### config.mk
export PLATFORM = sky130hd
export DESIGN_NAME = emac_unit
export DESIGN_NICKNAME = d
export VERILOG_FILES = /design/src/rtl/emac_pkg.sv /design/src/rtl/emac_ctrl.sv /design/src/rtl/emac_slice.sv /design/src/rtl/emac_sum.sv /design/src/rtl/emac_unit.sv
export SDC_FILE = /design/constraint.sdc
export NUM_CORES = 2
export LEC_CHECK = 0
export ABC_AREA = 1
export BUFFER_PORTS_ARGS = -buffer_cell sky130_fd_sc_hd__buf_4
export CAP_MARGIN = 20
export CORE_MARGIN = 2
export CORE_UTILIZATION = 45
export DETAILED_ROUTE_END_ITERATION = 16
export GPL_ROUTABILITY_DRIVEN = 1
export PLACE_DENSITY = 0.72
export SYNTH_ARGS = -nofsm -noshare
export SYNTH_HDL_FRONTEND = slang
export SYNTH_HIERARCHICAL = 1
export SYNTH_SLANG_ARGS = --single-unit
### constraint.sdc
create_clock -name clk -period 10.45 [get_ports clk]
set_clock_uncertainty 0.2 [all_clocks]
set_input_delay 2.09 -clock clk [delete_from_list [all_inputs] [get_ports clk]]
set_output_delay 2.09 -clock clk [all_outputs]
set_load 0.05 [all_outputs]
### src/rtl/emac_pkg.sv
package emac_pkg;

    // op code: bit 0 = 64-bit result, bit 1 = accumulate
    typedef enum logic [1:0] {
        OP_MUL_LO   = 2'd0,
        OP_MUL_WIDE = 2'd1,
        OP_MAC_LO   = 2'd2,
        OP_MAC_WIDE = 2'd3
    } emac_op_e;

    typedef enum logic [2:0] {
        ST_IDLE   = 3'd0,
        ST_SETUP  = 3'd1,
        ST_SLICE  = 3'd2,
        ST_FOLD   = 3'd3,
        ST_ADD_LO = 3'd4,
        ST_ADD_HI = 3'd5
    } emac_state_e;

    function automatic logic op_is_wide(emac_op_e op);
        return op[0];
    endfunction

    function automatic logic op_is_mac(emac_op_e op);
        return op[1];
    endfunction

endpackage

### src/rtl/emac_ctrl.sv
module emac_ctrl
    import emac_pkg::*;
#(
    parameter int NSLICE = 4,
    parameter int IW     = 2
) (
    input  logic          clk,
    input  logic          rst_n,
    input  logic          start_i,
    input  logic [1:0]    op_i,
    input  logic          signed_i,
    input  logic          stop_i,
    output logic          busy_o,
    output logic          done_o,
    output logic          accept_o,
    output logic          clear_o,
    output logic          iter_o,
    output logic          fold_o,
    output logic          add_lo_o,
    output logic          add_hi_o,
    output logic          fin_o,
    output logic [IW-1:0] idx_o,
    output logic          sx_o,
    output logic          wide_o
);

    localparam int LAT_MAX = NSLICE + 3;
    localparam int LW      = $clog2(LAT_MAX + 1) + 1;

    emac_state_e state_q, state_d;
    emac_op_e    op_q;
    logic        sx_q;
    logic [IW-1:0] idx_q;
    logic        done_q;
    logic [LW-1:0] lat_q;

    // next-state logic
    always_comb begin
        state_d = state_q;
        unique case (state_q)
            ST_IDLE:   if (start_i) state_d = ST_SETUP;
            ST_SETUP:  state_d = ST_SLICE;
            ST_SLICE: begin
                if (stop_i) begin
                    if (op_is_mac(op_q))       state_d = ST_ADD_LO;
                    else if (op_is_wide(op_q)) state_d = ST_FOLD;
                    else                       state_d = ST_IDLE;
                end
            end
            ST_FOLD:   state_d = ST_IDLE;
            ST_ADD_LO: state_d = op_is_wide(op_q) ? ST_ADD_HI : ST_IDLE;
            ST_ADD_HI: state_d = ST_IDLE;
            default:   state_d = ST_IDLE;
        endcase
    end

    // state register
    always_ff @(posedge clk) begin
        if (!rst_n) state_q <= ST_IDLE;
        else        state_q <= state_d;
    end

    assign accept_o = (state_q == ST_IDLE) && start_i;
    assign clear_o  = (state_q == ST_SETUP);
    assign iter_o   = (state_q == ST_SLICE);
    assign fold_o   = (state_q == ST_FOLD);
    assign add_lo_o = (state_q == ST_ADD_LO);
    assign add_hi_o = (state_q == ST_ADD_HI);
    assign fin_o    = (state_q != ST_IDLE) && (state_d == ST_IDLE);

    // outputs and per-operation context
    always_ff @(posedge clk) begin
        if (!rst_n) begin
            op_q   <= OP_MUL_LO;
            sx_q   <= 1'b0;
            idx_q  <= '0;
            done_q <= 1'b0;
            lat_q  <= '0;
        end else begin
            done_q <= fin_o;
            if (accept_o) begin
                op_q  <= emac_op_e'(op_i);
                sx_q  <= signed_i | ~op_i[0];
                lat_q <= LW'(1);
            end else if (state_q != ST_IDLE) begin
                lat_q <= lat_q + LW'(1);
            end
            if (clear_o)              idx_q <= '0;
            else if (iter_o && !stop_i) idx_q <= idx_q + IW'(1);
        end
    end

    assign busy_o = (state_q != ST_IDLE);
    assign done_o = done_q;
    assign idx_o  = idx_q;
    assign sx_o   = sx_q;
    assign wide_o = op_is_wide(op_q);

    AST_DONE_PULSE: assert property (@(posedge clk) disable iff (!rst_n)
        done_o |=> !done_o);
    AST_DONE_NOT_BUSY: assert property (@(posedge clk) disable iff (!rst_n)
        done_o |-> !busy_o);
    AST_LAT_MAX: assert property (@(posedge clk) disable iff (!rst_n)
        busy_o |-> (lat_q <= LW'(LAT_MAX)));

endmodule

### src/rtl/emac_slice.sv
module emac_slice #(
    parameter int WORD   = 32,
    parameter int SLICE  = 8,
    parameter int NSLICE = 4,
    parameter int IW     = 2
) (
    input  logic              clk,
    input  logic              rst_n,
    input  logic [WORD-1:0]   a_i,
    input  logic [WORD-1:0]   b_i,
    input  logic [IW-1:0]     idx_i,
    input  logic              sx_i,
    output logic [2*WORD-1:0] pp_o,
    output logic              stop_o,
    output logic              neg_o
);

    localparam int PW = WORD + SLICE + 2;

    logic [SLICE-1:0]  digit [NSLICE];
    logic [NSLICE-1:0] zero_above;
    logic [NSLICE-1:0] run_one;
    logic [NSLICE-1:0] run_zero;

    // per-digit termination flags
    for (genvar k = 0; k < NSLICE; k++) begin : g_dig
        assign digit[k] = b_i[k*SLICE +: SLICE];
        if (k == NSLICE - 1) begin : g_top
            assign zero_above[k] = 1'b1;
            assign run_one[k]    = b_i[WORD-1];
            assign run_zero[k]   = ~b_i[WORD-1];
        end else begin : g_mid
            assign zero_above[k] = ~|b_i[WORD-1:(k+1)*SLICE];
            assign run_one[k]    = &b_i[WORD-1:(k+1)*SLICE-1];
            assign run_zero[k]   = ~|b_i[WORD-1:(k+1)*SLICE-1];
        end
    end

    logic [SLICE-1:0]    dsel;
    logic signed [PW-1:0] mcand_x, mplr_x, prod;
    logic [2*WORD-1:0]   prod_x;

    always_comb begin
        dsel    = digit[idx_i];
        stop_o  = sx_i ? (run_one[idx_i] | run_zero[idx_i]) : zero_above[idx_i];
        neg_o   = sx_i & run_one[idx_i];
        mcand_x = {{(SLICE+2){sx_i & a_i[WORD-1]}}, a_i};
        mplr_x  = {{(WORD+2){neg_o}}, dsel};
        prod    = mcand_x * mplr_x;
        prod_x  = {{(2*WORD-PW){prod[PW-1]}}, prod};
        pp_o    = prod_x << (int'(idx_i) * SLICE);
    end

    AST_LAST_SLICE_STOPS: assert property (@(posedge clk) disable iff (!rst_n)
        (int'(idx_i) == NSLICE - 1) |-> stop_o);
    AST_UNSIGNED_NO_NEG: assert property (@(posedge clk) disable iff (!rst_n)
        !sx_i |-> !neg_o);
    AST_NEG_TOP_SET: assert property (@(posedge clk) disable iff (!rst_n)
        neg_o |-> dsel[SLICE-1]);

endmodule

### src/rtl/emac_sum.sv
module emac_sum #(
    parameter int WORD = 32
) (
    input  logic              clk,
    input  logic              rst_n,
    input  logic              clear_i,
    input  logic              iter_i,
    input  logic              fold_i,
    input  logic              add_lo_i,
    input  logic              add_hi_i,
    input  logic [2*WORD-1:0] pp_i,
    input  logic [2*WORD-1:0] addend_i,
    output logic [WORD-1:0]   lo_d_o,
    output logic [WORD-1:0]   hi_d_o
);

    logic [WORD-1:0] lo_q, hi_q, lo_d, hi_d, cy_x;
    logic            cy_q, cy_d;

    assign cy_x = {{(WORD-1){1'b0}}, cy_q};

    // two half-width adders with a carry deferred by one cycle
    always_comb begin
        lo_d = lo_q;
        hi_d = hi_q;
        cy_d = cy_q;
        if (clear_i) begin
            lo_d = '0;
            hi_d = '0;
            cy_d = 1'b0;
        end else if (iter_i) begin
            {cy_d, lo_d} = {1'b0, lo_q} + {1'b0, pp_i[WORD-1:0]};
            hi_d         = hi_q + pp_i[2*WORD-1:WORD] + cy_x;
        end else if (fold_i) begin
            hi_d = hi_q + cy_x;
            cy_d = 1'b0;
        end else if (add_lo_i) begin
            {cy_d, lo_d} = {1'b0, lo_q} + {1'b0, addend_i[WORD-1:0]};
            hi_d         = hi_q + cy_x;
        end else if (add_hi_i) begin
            hi_d = hi_q + addend_i[2*WORD-1:WORD] + cy_x;
            cy_d = 1'b0;
        end
    end

    always_ff @(posedge clk) begin
        if (!rst_n) begin
            lo_q <= '0;
            hi_q <= '0;
            cy_q <= 1'b0;
        end else begin
            lo_q <= lo_d;
            hi_q <= hi_d;
            cy_q <= cy_d;
        end
    end

    assign lo_d_o = lo_d;
    assign hi_d_o = hi_d;

    AST_ONE_ACTION: assert property (@(posedge clk) disable iff (!rst_n)
        $onehot0({clear_i, iter_i, fold_i, add_lo_i, add_hi_i}));

endmodule

### src/rtl/emac_unit.sv
module emac_unit #(
    parameter int WORD  = 32,
    parameter int SLICE = 8
) (
    input  logic              clk,
    input  logic              rst_n,
    input  logic              start_i,
    input  logic [1:0]        op_i,
    input  logic              signed_i,
    input  logic [WORD-1:0]   a_i,
    input  logic [WORD-1:0]   b_i,
    input  logic [2*WORD-1:0] acc_i,
    output logic              busy_o,
    output logic              done_o,
    output logic [2*WORD-1:0] result_o
);

    localparam int NSLICE = WORD / SLICE;
    localparam int IW     = (NSLICE > 1) ? $clog2(NSLICE) : 1;

    logic accept, clear, iter, fold, add_lo, add_hi, fin, stop, neg, sx, wide;
    logic [IW-1:0]     idx;
    logic [WORD-1:0]   a_q, b_q, lo_d, hi_d;
    logic [2*WORD-1:0] acc_q, pp, result_q;

    emac_ctrl #(.NSLICE(NSLICE), .IW(IW)) u_ctrl (
        .clk(clk), .rst_n(rst_n), .start_i(start_i), .op_i(op_i),
        .signed_i(signed_i), .stop_i(stop), .busy_o(busy_o), .done_o(done_o),
        .accept_o(accept), .clear_o(clear), .iter_o(iter), .fold_o(fold),
        .add_lo_o(add_lo), .add_hi_o(add_hi), .fin_o(fin), .idx_o(idx),
        .sx_o(sx), .wide_o(wide)
    );

    emac_slice #(.WORD(WORD), .SLICE(SLICE), .NSLICE(NSLICE), .IW(IW)) u_slice (
        .clk(clk), .rst_n(rst_n), .a_i(a_q), .b_i(b_q), .idx_i(idx),
        .sx_i(sx), .pp_o(pp), .stop_o(stop), .neg_o(neg)
    );

    emac_sum #(.WORD(WORD)) u_sum (
        .clk(clk), .rst_n(rst_n), .clear_i(clear), .iter_i(iter),
        .fold_i(fold), .add_lo_i(add_lo), .add_hi_i(add_hi), .pp_i(pp),
        .addend_i(acc_q), .lo_d_o(lo_d), .hi_d_o(hi_d)
    );

    // operand capture and result register
    always_ff @(posedge clk) begin
        if (!rst_n) begin
            a_q      <= '0;
            b_q      <= '0;
            acc_q    <= '0;
            result_q <= '0;
        end else begin
            if (accept) begin
                a_q   <= a_i;
                b_q   <= b_i;
                acc_q <= acc_i;
            end
            if (fin) result_q <= wide ? {hi_d, lo_d} : {{WORD{1'b0}}, lo_d};
        end
    end

    assign result_o = result_q;

    AST_HIGH_ZERO_NARROW: assert property (@(posedge clk) disable iff (!rst_n)
        (done_o && !wide) |-> (result_o[2*WORD-1:WORD] == '0));
    AST_RESULT_HOLD: assert property (@(posedge clk) disable iff (!rst_n)
        !fin |=> $stable(result_o));

endmodule

# After elaboration in Yosys (flattened, before gate mapping)

Index checks and enable logic that the tools add are counted.

Flip-flop bits (word level): 266
Word-level logic and storage cells: 91

Reductions and logical operators: 24
$add $sub $neg: 8
Order comparisons: 2
Bitwise gates (word level): 8
Equal/unequal tests: 5
Multiplexer cells: 30
Multiply operators: 1
Shifts and indexed selects: 1

Operators by type and width:

| kind                 | count |
|---|---|
| $mux W32             | 9 |
| $add A32 B1 Y32      | 3 |
| $add A32 B32 Y33     | 2 |
| $add A32 B32 Y32     | 2 |
| $mux W64             | 1 |
| $shl A64 B5 Y64      | 1 |
| $mul A33 B9 Y42      | 1 |
| $reduce_and A25 Y1   | 1 |
| $reduce_or A25 Y1    | 1 |
| $reduce_or A24 Y1    | 1 |
| $reduce_and A17 Y1   | 1 |
| $reduce_or A17 Y1    | 1 |
| $bmux W8 S2          | 1 |
| $mux W8              | 2 |
| $reduce_or A16 Y1    | 1 |
| $mux W3              | 4 |
| $pmux W3 S4          | 1 |
| $reduce_and A9 Y1    | 1 |
| $reduce_or A9 Y1     | 1 |
| $mux W1              | 8 |
| $reduce_or A8 Y1     | 1 |
| $logic_not A1 Y1     | 7 |
| $bmux W1 S2          | 3 |
| $eq A3 B2 Y1 const B | 2 |
| 15 further kinds     | 23 |

# Depth between registers and ports, before layout

Depth in word-level cells: 11
Gate-level depth with buffers: 51
Mapped depth without buffers: 48

# By module

The synthesis kept the hierarchy.

By module, submodules not included:

| module     | times used | cells each | area an instance (µm²) |
|---|---|---|---|
| emac_slice | 1          | 1899       | 12523.3 |
| emac_sum   | 1          | 2213       | 12080.3 |
| emac_unit  | 1          | 836        | 6725.2 |
| emac_ctrl  | 1          | 63         | 436.7 |

# Worst setup path before layout

Ideal clock, no wire load.

Kind: register to register
Start: reg u_ctrl.idx_q[0] (netlist: u_ctrl/idx_o[0])
End: reg result_q[60] (netlist: result_o[60])
Library setup time: 0.070 ns
Arrival time: 7.048 ns
Buffers on the path: 1
Slack: 3.132 ns
Stages on the path, launching flop included: 44
Path through: dfxtp_1 -> clkinv_1 -> o211ai_1 -> nand2_1 -> inv_1 -> buf_2 -> nand2_1 -> fa_1 -> inv_1 -> fa_1 -> inv_1 -> fa_1 -> inv_1 -> fa_1 -> inv_1 -> fa_1 -> inv_1 -> ha_1 -> (+8 left out) -> nand2_1 -> nand3_1 -> nand3_1 -> nand2_1 -> fa_1 -> inv_1 -> fa_1 -> o21ai_0 -> nand3_1 -> nand3_1 -> nand4_1 -> a21oi_1 -> nor2_1 -> nor2_1 -> nand2_1 -> inv_1 -> nand3_1 -> a21oi_1

Longest elaborated chain between the ends: 11
Elaborated cells on any way between the ends: 24
Those cells by class: add/sub (2); mul (1); shift (1); mux (15); bitwise (3); reduce/logical (2)

Ends and longest elaborated chain:

| element                                    | RTL line         | RTL |
|---|---|---|
| from (decl)                                | emac_ctrl.sv:33  | `logic [IW-1:0] idx_q;` |
| from (signal assigned)                     | emac_ctrl.sv:89  | `else if (iter_o && !stop_i) idx_q <= idx_q + IW'(1);` |
| $not A2 Y3 (not written as such)           | emac_slice.sv:44 | `dsel = digit[idx_i];` |
| $bmux W8 S2                                | emac_slice.sv:44 |  |
| $mux W8 (not written as such) (2 in a row) | emac_slice.sv:44 |  |
| $mul A33 B9 Y42                            | emac_slice.sv:49 | `prod = mcand_x * mplr_x;` |
| $shl A64 B5 Y64 (*)                        | emac_slice.sv:51 | `pp_o = prod_x << (int'(idx_i) * SLICE);` |
| via pp[32]                                 | emac_unit.sv:24  | `logic [2*WORD-1:0] acc_q, pp, result_q;` |
| $add A32 B32 Y32 (*)                       | emac_sum.sv:33   | `hi_d = hi_q + pp_i[2*WORD-1:WORD] + cy_x;` |
| $add A32 B1 Y32 (*)                        | emac_sum.sv:33   |  |
| $mux W32 (*)                               | emac_sum.sv:31   | `end else if (iter_i) begin` |
| $mux W32 (*)                               | emac_sum.sv:27   | `if (clear_i) begin` |
| via hi_d[28]                               | emac_unit.sv:23  | `logic [WORD-1:0] a_q, b_q, lo_d, hi_d;` |
| $mux W64 (*)                               | emac_unit.sv:58  | `if (fin) result_q <= wide ? {hi_d, lo_d} : {{WORD{1'b0}}, lo_d};` |
| to (signal assigned)                       | emac_unit.sv:58  |  |
| to (decl)                                  | emac_unit.sv:24  |  |

Mark *: on every way through the listed nets, which the timed path passes. The rest lies on a longest branch. The select of a mux whose other input is x is not followed.
A chain may end at the register's enable or synchronous reset.

# Final worst setup path

Start: reg u_ctrl.idx_q[0] (netlist: u_ctrl/idx_o[0])
End: reg result_q[62] (netlist: result_o[62])

Same word-level chain as after synthesis.

==> impl_metrics.yaml <==
yosys:
  synth_top_area_frac: 0.168
  yosys_warnings: 6
  ys_seq_area_frac: 0.168
  synth_edf_count: 0
  avgSynthCellArea_um2: 6.34
  synth_xor_area_frac: 0.0138
  syn_inst: 5011
  syn_nets: 5601
  syn_area_um2: 31800
  synth_top_family_by_area: "simple AND/OR/NAND/NOR gates"
  synth_compound_area_frac: 0.125
  synthFlopType: "dfxtp_1"
  synthArstFlopShare: 0
  synth_adder_area_share: 0.237
  ys_seq_elements: 266
  synth_area_leaders: "dfxtp_1 (17%), fa_1 (15%), nand2_1 (13%)"
  synth_simple_gate_area_frac: 0.337
  synth_mux_area_frac: 0
  ys_types: 60
  synth_area_leader_cell: "dfxtp_1"
floorplanning:
  start_util: 0.454
  rows: 97
  die_h_um: 270
  die-area_um2: 72700
  core_area_um2: 69900
  io-pin-count: 200
  die_x_um: 270
sta:
  hold_violations: 0
  worst_pin_slew_ns: 1.07
  maxSlewHeadroom: 0.290
  fin_crit_sh: 0.925
  slew_viol_final: 0
  finalCriticalPeriod_ns: 9.67
  max_freq_mhz: 103
  rsz0062_at_grt: "no"
  fin_setup_tns_ns: 0
  setup_viol: 0
clocking:
  cts_tree: "yes"
  cts-root-buf: "clkbuf_16"
  post_cts_resized: 0
  cts_hold_buf: 0
  cts_setup_buffers: 0
  clock_sinks: 266
  clkTransAtPathRegs_ns: 0.06
  clk_latency_ns: 0.58
  numCtsBuffers: 34
  cts_max_level: 2
  clock_path_buffers: 3
cells_and_area:
  multi_input_area_um2: 22700
  final_util: 0.500
  num-fill-cells: 7263
  antennaDiodeCount: 0
  seqCellArea_um2: 5330
  syn_to_final_growth_pct: 10.0
  drive_above_1_share: 0.0786
  fin_nets: 5707
job:
  cap_viol_max_count: 0
worst_setup_path:
  cpMostUsedCell: "nand2_1"
  required_ns: 10.73
  crit_slowest_cell: "fa_1"
  critPathArrivalTime_ns: 9.95
  start_kind: "register"
  endpoint_kind: "register"
  crit_type: "reg -> reg"
  cp_max_fo: 54
  crit_path_max_incr_delay_ns: 0.53
drt:
  first_iter_violations: 3414
  vias: 32700
  ant_nets: 0
  routed_wl_um: 112000
  via_per_inst: 5.38
  drc_errors: 0
  post_drt_wl_per_cell_um: 18.4
  drtPass1Iterations: 7
global_routing:
  grt-ovfl-total: 0
  antenna_found_initial: 2
  grt_pass1_vias: 31700
  grt_pass1_wl_um: 176000
  grt_start_max_net_pins: 79
  grt_usage: 0.305
place:
  dp_hpwl_um: 90900
  finalWeightedCongestion: 1.04
  place.port_buffers: 199
pwr:
  p_leak_nw: 17.6
  ir_drop_uv: 117
  powerDensity_nw_per_um2: 123
min_path:
  hp-class: "reg -> reg"
status:
  status: "finished, final reports clean"
[synthesized netlist by cell type (3+ instances only)]
| cell | number |
|---|---|
| nand2_1 | 1084 |
| nor2_1 | 897 |
| inv_1 | 747 |
| nand3_1 | 355 |
| o21ai_0 | 329 |
| a21oi_1 | 327 |
| dfxtp_1 | 266 |
| fa_1 | 244 |
| ha_1 | 212 |
| buf_2 | 57 |
| clkbuf_1 | 51 |
| nor3_1 | 45 |
| nand4_1 | 40 |
| nand2_2 | 30 |
| xnor2_1 | 30 |
| nand3b_1 | 22 |
| o21bai_1 | 20 |
| xor2_1 | 20 |
| o21ai_1 | 18 |
| nor2_2 | 17 |
| buf_1 | 16 |
| inv_2 | 16 |
| a21o_1 | 15 |
| nor4_1 | 15 |
| or2_2 | 14 |
| buf_6 | 13 |
| o211ai_1 | 13 |
| o21a_1 | 13 |
| buf_4 | 11 |
| clkbuf_2 | 11 |
| nand3_2 | 8 |
| nor2_4 | 6 |
| clkinv_1 | 5 |
| a31oi_1 | 4 |
| nor3_2 | 4 |
| a21oi_2 | 3 |
| nand3_4 | 3 |
[metrics by stage]
stage / std cells / instance area [um^2] / hold WS, ns / setup WS (ns) / power, W
after floorplan: 5011 / 31800 / 0.244 / 3.13 / 0.00246
after global placement: 6021 / 33800 / 0.258 / 1.10 / 0.00303
after detailed placement: 6021 / 33800 / 0.259 / 0.974 / 0.00304
after CTS: 6080 / 34900 / 0.269 / 0.943 / 0.00427
after global routing: 6080 / 34900 / 0.293 / 0.142 / 0.00456
final: 6080 / 34900 / 0.266 / 0.783 / 0.00428
[where the power goes]
group,switching (W),internal (W)
registers,0.000109,0.00110
logic,0.00127,0.000592
clock network,0.000508,0.000708
total,0.00188,0.00240
[state kept, by name, summed over array words and instances (netlist names)]
signal	count
result_o	64
u_ctrl/state_q	3
u_ctrl/done_o	1
u_ctrl/sx_o	1
u_ctrl/idx_o	2
acc_q	64
u_sum/hi_q	32
u_sum/lo_q	32
u_sum/cy_q	1
b_q	32
a_q	32
u_ctrl/op_q	2
[kinds of logic (layout without fill, tap and decap cells)]
group           count (synthesis)  count (layout)
xor+xnor                       50              50
buf+inv                       933            1062
fa+ha+maj                     456             456
flops                         266             266
simple gates                 2553            2553
compound gates                753             753
[cell usage in the layout, fill, tap and decap left out, types with 6 or more instances in the layout]
cell type,instances
xor2_1,20
clkbuf_16,34
buf_4,233
o21a_1,13
inv_2,17
nand2_2,30
dfxtp_1,263
o211ai_1,13
nor3_1,44
o21ai_0,329
fa_1,244
nand2_1,1084
xnor2_1,30
ha_1,212
inv_1,746
nand4_1,40
or2_2,14
o21bai_1,20
clkinv_2,8
nand3_2,8
nand3_1,355
a21o_1,15
nor2_1,895
nor4_1,15
nor2_4,8
clkbuf_1,6
a21oi_1,327
nand3b_1,22
o21ai_1,18
nor2_2,17
[worst max-delay path: cells and delay by family, from the launching register on]
kind	cells	cell delay, ns
AO/OA/AOI/OAI	4	0.83
adder cells (fa/ha/maj)	8	3.44
buffers and inverters	12	1.99
flip-flops	1	0.44
AND/OR/NAND/NOR	21	2.62
[per-layer routing]
| metal | routed length (um) | track usage |
|---|---|---|
| met5 | 0 | 0 |
| met4 | 4090 | 0.107 |
| met3 | 8550 | 0.0420 |
| met2 | 50900 | 0.502 |
| met1 | 48200 | 0.410 |
[worst paths after layout]
kind / start / end / slack (ns) / cells past startpoint
min reg2reg: result_o[46] / result_o[46] / 0.27 / 2
max reg2reg: u_ctrl/idx_o[0] / result_o[62] / 0.78 / 45
max: u_ctrl/idx_o[0] / result_o[62] / 0.78 / 45
min: result_o[46] / result_o[46] / 0.27 / 2
[area by class of cell]
cell class | count | area share
clock buffers | 44 | 0.0266
clock inverters | 15 | 0.00544
inverters | 770 | 0.0828
multi-input cells | 3812 | 0.649
flip-flops and latches | 266 | 0.152
well taps | 940 | 0.0337
repair buffers | 233 | 0.0500
No activity file was read; power rests on OpenSTA's default activity.
